`config.mk`:
```
export PLATFORM = sky130hd
export DESIGN_NAME = busy_poll_read
export DESIGN_NICKNAME = d
export VERILOG_FILES = /design/src/rtl/busy_poll_pkg.sv /design/src/rtl/bp_last_byte.sv /design/src/rtl/bp_toggle.sv /design/src/rtl/bp_mode_fsm.sv /design/src/rtl/busy_poll_read.sv
export SDC_FILE = /design/constraint.sdc
export NUM_CORES = 1
export LEC_CHECK = 0
export ABC_AREA = 0
export CAP_MARGIN = 25
export CORE_MARGIN = 1.5
export CORE_UTILIZATION = 33
export CTS_CLUSTER_DIAMETER = 100
export DETAILED_ROUTE_END_ITERATION = 8
export HOLD_SLACK_MARGIN = 0.05
export PLACE_DENSITY = 0.82
export SLEW_MARGIN = 15
export SYNTH_ARGS = -nofsm -noshare
export SYNTH_HDL_FRONTEND = slang
export SYNTH_SLANG_ARGS = --single-unit
```
`constraint.sdc`:
```
create_clock -name clk -period 1.2 [get_ports clk]
set_clock_uncertainty 0.1 [all_clocks]
set_input_delay 0.24 -clock clk [delete_from_list [all_inputs] [get_ports clk]]
set_output_delay 0.24 -clock clk [all_outputs]
set_load 0.02 [all_outputs]
```
`src/rtl/busy_poll_pkg.sv`:
```
package busy_poll_pkg;
    typedef enum logic {
        MODE_PASS = 1'b0,
        MODE_POLL = 1'b1
    } mode_e;
endpackage

```
`src/rtl/bp_last_byte.sv`:
```
module bp_last_byte #(
    parameter int DATA_W = 8
) (
    input  logic              clk,
    input  logic              rst_n,
    input  logic              load,
    input  logic [DATA_W-1:0] din,
    output logic [DATA_W-1:0] last_q
);
    always_ff @(posedge clk or negedge rst_n) begin
        if (!rst_n) begin
            last_q <= '0;
        end else if (load) begin
            last_q <= din;
        end
    end


    last_capture_chk: assert property (@(posedge clk) disable iff (!rst_n)
        load |=> last_q == $past(din));
endmodule

```
`src/rtl/bp_toggle.sv`:
```
module bp_toggle (
    input  logic clk,
    input  logic rst_n,
    input  logic advance,
    output logic tgl_q
);
    always_ff @(posedge clk or negedge rst_n) begin
        if (!rst_n) begin
            tgl_q <= 1'b0;
        end else if (advance) begin
            tgl_q <= ~tgl_q;
        end
    end


    toggle_idle_chk: assert property (@(posedge clk) disable iff (!rst_n)
        !advance |=> $stable(tgl_q));
endmodule

```
`src/rtl/bp_mode_fsm.sv`:
```
module bp_mode_fsm
    import busy_poll_pkg::*;
(
    input  logic  clk,
    input  logic  rst_n,
    input  logic  busy,
    output mode_e mode
);
    mode_e mode_q, mode_d;

    always_ff @(posedge clk or negedge rst_n) begin
        if (!rst_n) begin
            mode_q <= MODE_PASS;
        end else begin
            mode_q <= mode_d;
        end
    end

    always_comb begin
        mode_d = mode_q;
        unique case (mode_q)
            MODE_PASS: if (busy)  mode_d = MODE_POLL;  // START
            MODE_POLL: if (!busy) mode_d = MODE_PASS;  // DONE
        endcase
    end

    assign mode = mode_q;


    start_lag_chk: assert property (@(posedge clk) disable iff (!rst_n)
        busy |=> mode_q == MODE_POLL);

    done_lag_chk: assert property (@(posedge clk) disable iff (!rst_n)
        !busy |=> mode_q == MODE_PASS);
endmodule

```
`src/rtl/busy_poll_read.sv`:
```
module busy_poll_read
    import busy_poll_pkg::*;
#(
    parameter int DATA_W = 8
) (
    input  logic              clk,
    input  logic              rst_n,
    input  logic              busy,
    input  logic              rd_stb,
    input  logic              wr_load,
    input  logic [DATA_W-1:0] wr_data,
    input  logic [DATA_W-1:0] arr_data,
    output logic [DATA_W-1:0] rd_data
);
    localparam int POLL_BIT = DATA_W - 1;
    localparam int TGL_BIT  = DATA_W - 2;
    localparam int LOW_W    = DATA_W - 2;

    mode_e             mode;
    logic [DATA_W-1:0] last_q;
    logic              tgl_q;
    logic [DATA_W-1:0] rd_next;
    logic [DATA_W-1:0] rd_q;

    bp_mode_fsm u_fsm (
        .clk   (clk),
        .rst_n (rst_n),
        .busy  (busy),
        .mode  (mode)
    );

    bp_last_byte #(.DATA_W(DATA_W)) u_last (
        .clk    (clk),
        .rst_n  (rst_n),
        .load   (wr_load),
        .din    (wr_data),
        .last_q (last_q)
    );

    bp_toggle u_tgl (
        .clk     (clk),
        .rst_n   (rst_n),
        .advance (rd_stb && (mode == MODE_POLL)),
        .tgl_q   (tgl_q)
    );

    always_comb begin
        rd_next = arr_data;
        unique case (mode)
            MODE_PASS: rd_next = arr_data;
            MODE_POLL: begin
                rd_next[POLL_BIT] = ~last_q[POLL_BIT];
                rd_next[TGL_BIT]  = tgl_q;
            end
        endcase
    end

    always_ff @(posedge clk or negedge rst_n) begin
        if (!rst_n) begin
            rd_q <= '0;
        end else if (rd_stb) begin
            rd_q <= rd_next;
        end
    end

    assign rd_data = rd_q;


    pass_data_chk: assert property (@(posedge clk) disable iff (!rst_n)
        (rd_stb && mode == MODE_PASS) |=> rd_data == $past(arr_data));

    poll_bit_chk: assert property (@(posedge clk) disable iff (!rst_n)
        (rd_stb && mode == MODE_POLL) |=> rd_data[POLL_BIT] != $past(last_q[POLL_BIT]));

    poll_low_chk: assert property (@(posedge clk) disable iff (!rst_n)
        (rd_stb && mode == MODE_POLL) |=> rd_data[LOW_W-1:0] == $past(arr_data[LOW_W-1:0]));

    hold_chk: assert property (@(posedge clk) disable iff (!rst_n)
        !rd_stb |=> $stable(rd_data));

    toggle_frozen_chk: assert property (@(posedge clk) disable iff (!rst_n)
        (mode == MODE_PASS) |=> $stable(tgl_q));
endmodule

```
# Yosys cells after proc, flatten, opt, wreduce, memory -nomap -nowiden
# Cells that the tools add are included.
# totals
word_cells	10
in_bits	21
output_inout_bits	8
ff_bits	18
# classes
n_reduce_logical	1
bitwise_logic	3
n_mux	2
# op_table
op	n
case mux 2 bit (2 select lines)	1
inverter 1 bit	3
logical AND 1 bit	1
2-to-1 mux 1 bit	1

# Logic depth before layout (Yosys ltp)
# Gate-level depths: netlist (run 1).
# depth
word_depth	2
depth_mapped	3
depth_no_buf	2

# Hierarchy
# A second synthesis (run 1) with hierarchy kept.
# hier_totals
hier_cells	43
area_unflattened_um2	742.0
# modules_own_cells
module	seq_area_each_um2	area_per_inst_um2	cells_per_inst	instances
busy_poll_read	200.2	351.6	23	1
bp_last_byte	200.2	331.6	17	1
bp_toggle	25.0	33.8	2	1
bp_mode_fsm	25.0	25.0	1	1

# Least setup slack after synthesis (run 1)
# No wires, ideal clock.
# synth_timing
kind	register to register
start	reg u_fsm.mode_q (netlist: u_fsm.mode)
end	reg rd_q[7] (netlist: rd_data[7])
synth_period_minus_slack_ps	997
setup_ps	120
stages_incl_launch_ff	3
path_buffers	0
required_ps	980
path_slack_ps	203
arrival_ps	778
path_cell_list	dfrtp_1 or2_1 a31o_1
# synth_between
elab_chain_cells	2
# synth_rtl
element	line	source
start, declared	bp_mode_fsm.sv:9	mode_e mode_q, mode_d;
start signal, assigned	bp_mode_fsm.sv:15	mode_q <= mode_d;
inverter 1 bit	busy_poll_read.sv:49	unique case (mode)
case mux 2 bit (2 select lines) *	busy_poll_read.sv:49	
end signal, assigned	busy_poll_read.sv:62	rd_q <= rd_next;
end, declared	busy_poll_read.sv:23	logic [DATA_W-1:0] rd_q;
# Every way passes the cells marked *; elsewhere a longest branch is shown, timed or not.
# A chain may end at the register's enable or synchronous reset.

# Worst setup path in the final report (run 1)
# layout_timing
start	in rd_stb
end	reg rd_q[4] (netlist: rd_data[4])
# layout_lines
element	line	source
start, declared	busy_poll_read.sv:9	input logic rd_stb,
# No word-level cell between the ends.

==> results of run 1 <==
[layout make-up]
type / count / area (µm²) / share of cell area
Multi-Input combinational cell: 16 / 159 / 0.236
Tap cell: 15 / 18.8 / 0.0279
Sequential cell: 11 / 275 / 0.410
Timing Repair Buffer: 24 / 193 / 0.287
Clock buffer: 4 / 26.3 / 0.0391
[path summary, 6_finish.rpt]
kind	from	endpoint	slack (ns)	cells after the start
max in group asynchronous	rst_n	rd_data[4]	0.70	2
min in group clk	busy	u_fsm.mode	0.32	1
worst min-delay path	rst_n	rd_data[5]	0.16	2
worst min register to register	u_tgl.tgl_q	u_tgl.tgl_q	0.39	1
worst max register to register	u_fsm.mode	rd_data[7]	0.17	2
worst max-delay path	rd_stb	rd_data[4]	0.05	3
[power by group through the flow]
| stage | Clock [mW] | Sequential (mW) | Combinational, mW |
|---|---|---|---|
| floorplan | 0 | 0.503 | 0.0806 |
| CTS | 0.253 | 0.458 | 0.223 |
| global placement | 0 | 0.463 | 0.248 |
| global route | 0.274 | 0.461 | 0.237 |
| finish | 0.244 | 0.458 | 0.220 |
| detailed placement | 0 | 0.465 | 0.255 |
[flip-flops by register name (all words and copies together) (netlist names)]
signal,cells
u_fsm.mode,1
rd_data,8
u_tgl.tgl_q,1
u_last.last_q,1
[kinds of logic (layout without fill, tap and decap cells)]
family | after synthesis | count (layout) | synth area share
xor+xnor | 1 | 1 | 0.0197
simple gates | 5 | 5 | 0.0562
compound gates | 2 | 2 | 0.0309
flops | 11 | 11 | 0.618
buf+inv | 1 | 28 | 0.0253
mux | 8 | 8 | 0.250
[routing by layer]
| metal | track usage | vias up |
|---|---|---|
| met3 | 0.0682 | 2 |
| met5 | 0 | - |
| met1 | 0.111 | 151 |
| met4 | 0.0776 | 0 |
| met2 | 0.246 | 16 |
| li1 | - | 148 |
[per-stage QoR]
stage	util	setup WS (ns)	total power [mW]	TNS, ns	hold slack, ns
after floorplan	-	0.203	0.583	0	-0.156
after global placement	0.534	-0.222	0.711	-2.11	0.363
after detailed placement	0.534	-0.234	0.719	-2.25	0.374
after CTS	0.523	0.0434	0.934	0	0.157
after global routing	0.523	0.0230	0.972	0	0.177
final	0.523	0.0457	0.922	0	0.156
[worst max-delay path: stages]
cell and delay, ns:
clkdlybuf4s50_1 0.50, buf_4 0.16, mux2_4 0.30
[placed cells by master, fill, tap and decap left out]
cell / n
clkbuf_1: 1
mux2_4: 6
nand2_1: 2
clkbuf_4: 3
a21oi_1: 1
or2_1: 1
dfrtp_1: 11
and2b_1: 1
nor2_1: 1
xnor2_1: 1
buf_2: 8
a31o_1: 1
clkdlybuf4s50_1: 13
mux2_2: 1
buf_4: 3
mux2i_1: 1
[timing repair]
item	4_1_cts	5_1_grt
hold buffers	0	0
endpoints found under the setup margin	8	0
gates resized for setup	32	0
==> results.yml, run 1 <==
clock_tree:
  cts_setup_buffers: 0
  clk_pin_slew_worst_paths_ns: 0.07
  cts_tree: "done"
  clk-insertion-delay-late_ns: 0.26
  numCtsBuffers: 3
  cts-htree-levels: 1
  clockBufferDepth: 2
  cts_sinks: 11
  cts_root_buffer: "clkbuf_4"
critical_path:
  arrival_ns: 1.20
  cp-start-kind: "input port"
  crit_type: "input port to flip-flop"
  crit_path_end_kind: "flip-flop"
  worstPathMaxFanout: 6
  worstPathRequired_ns: 1.25
hold_path:
  holdCritPathClass: "input port to asynchronous set/reset pin"
synth:
  ys_seq_area_frac: 0.618
  syn_inst: 28
  synth_area_leaders: "dfrtp_1, mux2_4, buf_6"
  syn_avg_cell_area_um2: 15.9
  ys_ff_latch: 11
  synth_edf_count: 0
  synth_ff_type: "dfrtp_1"
  async_reset_ff_frac: 1.00
  yosys_warnings: 0
  synth_most_common_cell: "dfrtp_1"
  netlist_area_um2: 445
  yosysTopAreaCellShare: 0.618
  yosys.cell_types.count: 12
  syn-num-nets: 49
  synthTopCellsByCount: "dfrtp_1, mux2_4, nand2_1"
  synth_top_cell_by_area: "dfrtp_1"
routing:
  vias_per_cell: 4.53
  wl_um: 852
  drtPass1Iterations: 4
  drtIter0Drc: 6
  top_layer: "met4"
  avgRoutedWirePerCell_um: 12.2
  vias: 317
  wl_met2_um: 462
  dr_wl_met3_um: 72
  postRouteAntennaNets: 0
  drc: 0
  wl_met1_um: 308
sta:
  setup_viol: 0
  post-route-min-period_ns: 1.15
  rsz0062_at_grt: "false"
  maxSlewHeadroom: 0.911
  period_share: 0.962
  slew_violations: 0
  max_freq_ghz: 0.866
  hold_violations: 0
  worst_pin_slew_ns: 0.130
floorplanning:
  row_count: 13
  core_area_um2: 1280
  fp.dieW_um: 39.7
  ios: 29
  dieArea_um2: 1580
  die_y_um: 39.7
  initial_utilization: 0.347
pwr:
  power.density_nw_per_um2: 1370
  p_leak_nw: 0.319
  intPower_mw: 0.678
  irDropWorstVdd_v: 0.000830
  sw_frac_of_total: 0.265
  p_sw_mw: 0.244
  seq_power_share: 0.497
  p_clk_frac: 0.265
  combinationalPowerShare: 0.238
place:
  place_inst: 66
  gp_congestion: 0.703
  place_area_um2: 686
  numPortBuffers: 21
global_routing:
  grt_pass1_vias: 299
  track_usage: 0.134
  antenna_found_initial: 0
  grt_max_degree: 12
  overflow: 0
  grt_first_pass_wirelength_um: 1240
finish:
  drive_gt1_frac: 0.382
  area_growth_pct: 50.8
  layout.cells.non_filler: 70
  post-route-cell-area_um2: 672
  fillers: 125
  diodes: 0
  nets: 77
run_status:
  status: "complete, no violations"
run:
  maxCapViolCount: 0
(Power assumes the default switching activity.)
==> run 2, diff against run 1 <==
--- a/config.mk
+++ b/config.mk
@@ -6,13 +6,14 @@
 export NUM_CORES = 1
 export LEC_CHECK = 0
 export ABC_AREA = 0
-export CAP_MARGIN = 25
+export CAP_MARGIN = 20
 export CORE_MARGIN = 1.5
 export CORE_UTILIZATION = 33
 export CTS_CLUSTER_DIAMETER = 100
 export DETAILED_ROUTE_END_ITERATION = 8
 export HOLD_SLACK_MARGIN = 0.05
 export PLACE_DENSITY = 0.82
+export REMOVE_ABC_BUFFERS = 1
 export SLEW_MARGIN = 15
 export SYNTH_ARGS = -nofsm -noshare
 export SYNTH_HDL_FRONTEND = slang
==> results.yml, run 2 (synthesis gave the netlist of run 1 again) <==
critical_path:
  r2r_start: "u_fsm.mode"
  worstPathMaxFanout: 10
  r2r-end: "rd_data[7]"
  cp-start-kind: "input port"
  crit_type: "input port to flip-flop"
  worstPathRequired_ns: 1.24
  crit_path_end_kind: "flip-flop"
  ff2ff_path_depth: 2
  arrival_ns: 1.22
  rrSetupSlack_ns: 0.15
routing:
  drtPass1Iterations: 4
  postRouteAntennaNets: 0
  vias_per_cell: 4.60
  drtIter0Drc: 2
  vias: 322
  drc: 0
  avgRoutedWirePerCell_um: 13.2
  wl_um: 924
clock_tree:
  cts_sinks: 11
  cts_setup_buffers: 0
  cts_root_buffer: "clkbuf_4"
  clk-insertion-delay-late_ns: 0.25
  cts.repair.resized: 32
  cts_tree: "done"
  numCtsBuffers: 3
  ctsHoldBuffers: 0
  cts-htree-levels: 1
  clk_pin_slew_worst_paths_ns: 0.06
  clockBufferDepth: 2
finish:
  nets: 77
  layout_commonest_cell: "clkdlybuf4s50_1"
  layout.cells.non_filler: 70
  largest_reg_flops: 8
  fillers: 128
  drive_gt1_frac: 0.382
  diodes: 0
  area_growth_pct: 53.7
  regArea_um2: 275
  multi_input_area_um2: 159
  most-common-layout-cells: "clkdlybuf4s50_1, dfrtp_1, buf_2"
floorplanning:
  row_count: 13
  fp.dieW_um: 39.7
  initial_utilization: 0.347
  ios: 29
  dieArea_um2: 1580
  die_y_um: 39.7
  core_area_um2: 1280
global_routing:
  track_usage: 0.146
  gr-usage-met3: 0.0455
  grt_pass1_vias: 344
  grt_max_degree: 12
  top_usage_layer: "met2"
  gr-usage-met1: 0.167
  antenna_found_initial: 0
  overflow: 0
  grt_use_met2: 0.250
  grt_first_pass_wirelength_um: 1470
sta:
  max_freq_ghz: 0.845
  maxSlewHeadroom: 0.916
  setup_tns_ns: 0
  rsz0062_at_grt: "false"
  period_share: 0.986
  setup_viol: 0
  slew_violations: 0
  fin_ws_ns: 0.0172
  hold_violations: 0
  post-route-min-period_ns: 1.18
  worst_pin_slew_ns: 0.122
pwr:
  p_sw_mw: 0.239
  p_total_mw: 0.923
  seq_power_share: 0.499
  combinationalPowerShare: 0.247
  sw_frac_of_total: 0.259
  intPower_mw: 0.684
  power.density_nw_per_um2: 1350
  p_clk_frac: 0.254
  irDropWorstVdd_v: 0.000716
  p_leak_nw: 0.323
run:
  maxCapViolCount: 0
place:
  dp_slack_ns: -0.251
  place_inst: 66
  gp_congestion: 0.583
  hpwl_um: 700
  numPortBuffers: 21
run_status:
  status: "complete, no violations"
hold_path:
  holdCritPathClass: "input port to asynchronous set/reset pin"
==> run 2: cell counts in the layout (fill, tap and decap cells not counted) <==
No cell type changed its count.
==> run 2: metal layers <==
| layer | routed length, µm | up-vias |
|---|---|---|
| met1 | 399 | 150 |
| met2 | 435 | 22 |
| met5 | 0 | - |
| met3 | 89 | 0 |
| li1 | - | 150 |
| met4 | 0 | 0 |
==> run 2: final cells by class <==
cell class | count | area share
tap | 15 | 0.0274
timing repair buffer | 24 | 0.300
multi-input combinational | 16 | 0.232
sequential | 11 | 0.402
clock buffer | 4 | 0.0384
==> run 2: worst max-delay path, cell delays in order <==
cell and delay (ns):
clkdlybuf4s50_1 0.52, buf_12 0.15, mux2_4 0.30
==> run 2: power groups by stage <==
stage | combinational, mW | sequential [mW] | clock [mW]
floorplan | 0.0720 | 0.503 | 0
global placement | 0.254 | 0.466 | 0
detailed placement | 0.260 | 0.467 | 0
CTS | 0.232 | 0.460 | 0.247
global route | 0.247 | 0.466 | 0.266
finish | 0.228 | 0.460 | 0.235
==> run 2: metrics by stage <==
stage,area (µm²),hold slack (ns),util
floorplan,434,-0.156,-
global placement,698,0.363,0.543
detailed placement,698,0.368,0.543
CTS,684,0.173,0.533
global route,684,0.203,0.533
finish,684,0.179,0.533
==> run 2: worst max path at each step <==
stage	start	endpoint	slack (ns)
2_1_floorplan	u_fsm.mode	rd_data[7]	0.20
3_5_place_dp	rd_stb	rd_data[4]	-0.25
6_report	rd_stb	rd_data[4]	0.02
5_1_grt	rd_stb	rd_data[4]	0.006
4_1_cts	rd_stb	rd_data[0]	0.03
3_3_place_gp	rd_stb	rd_data[4]	-0.24
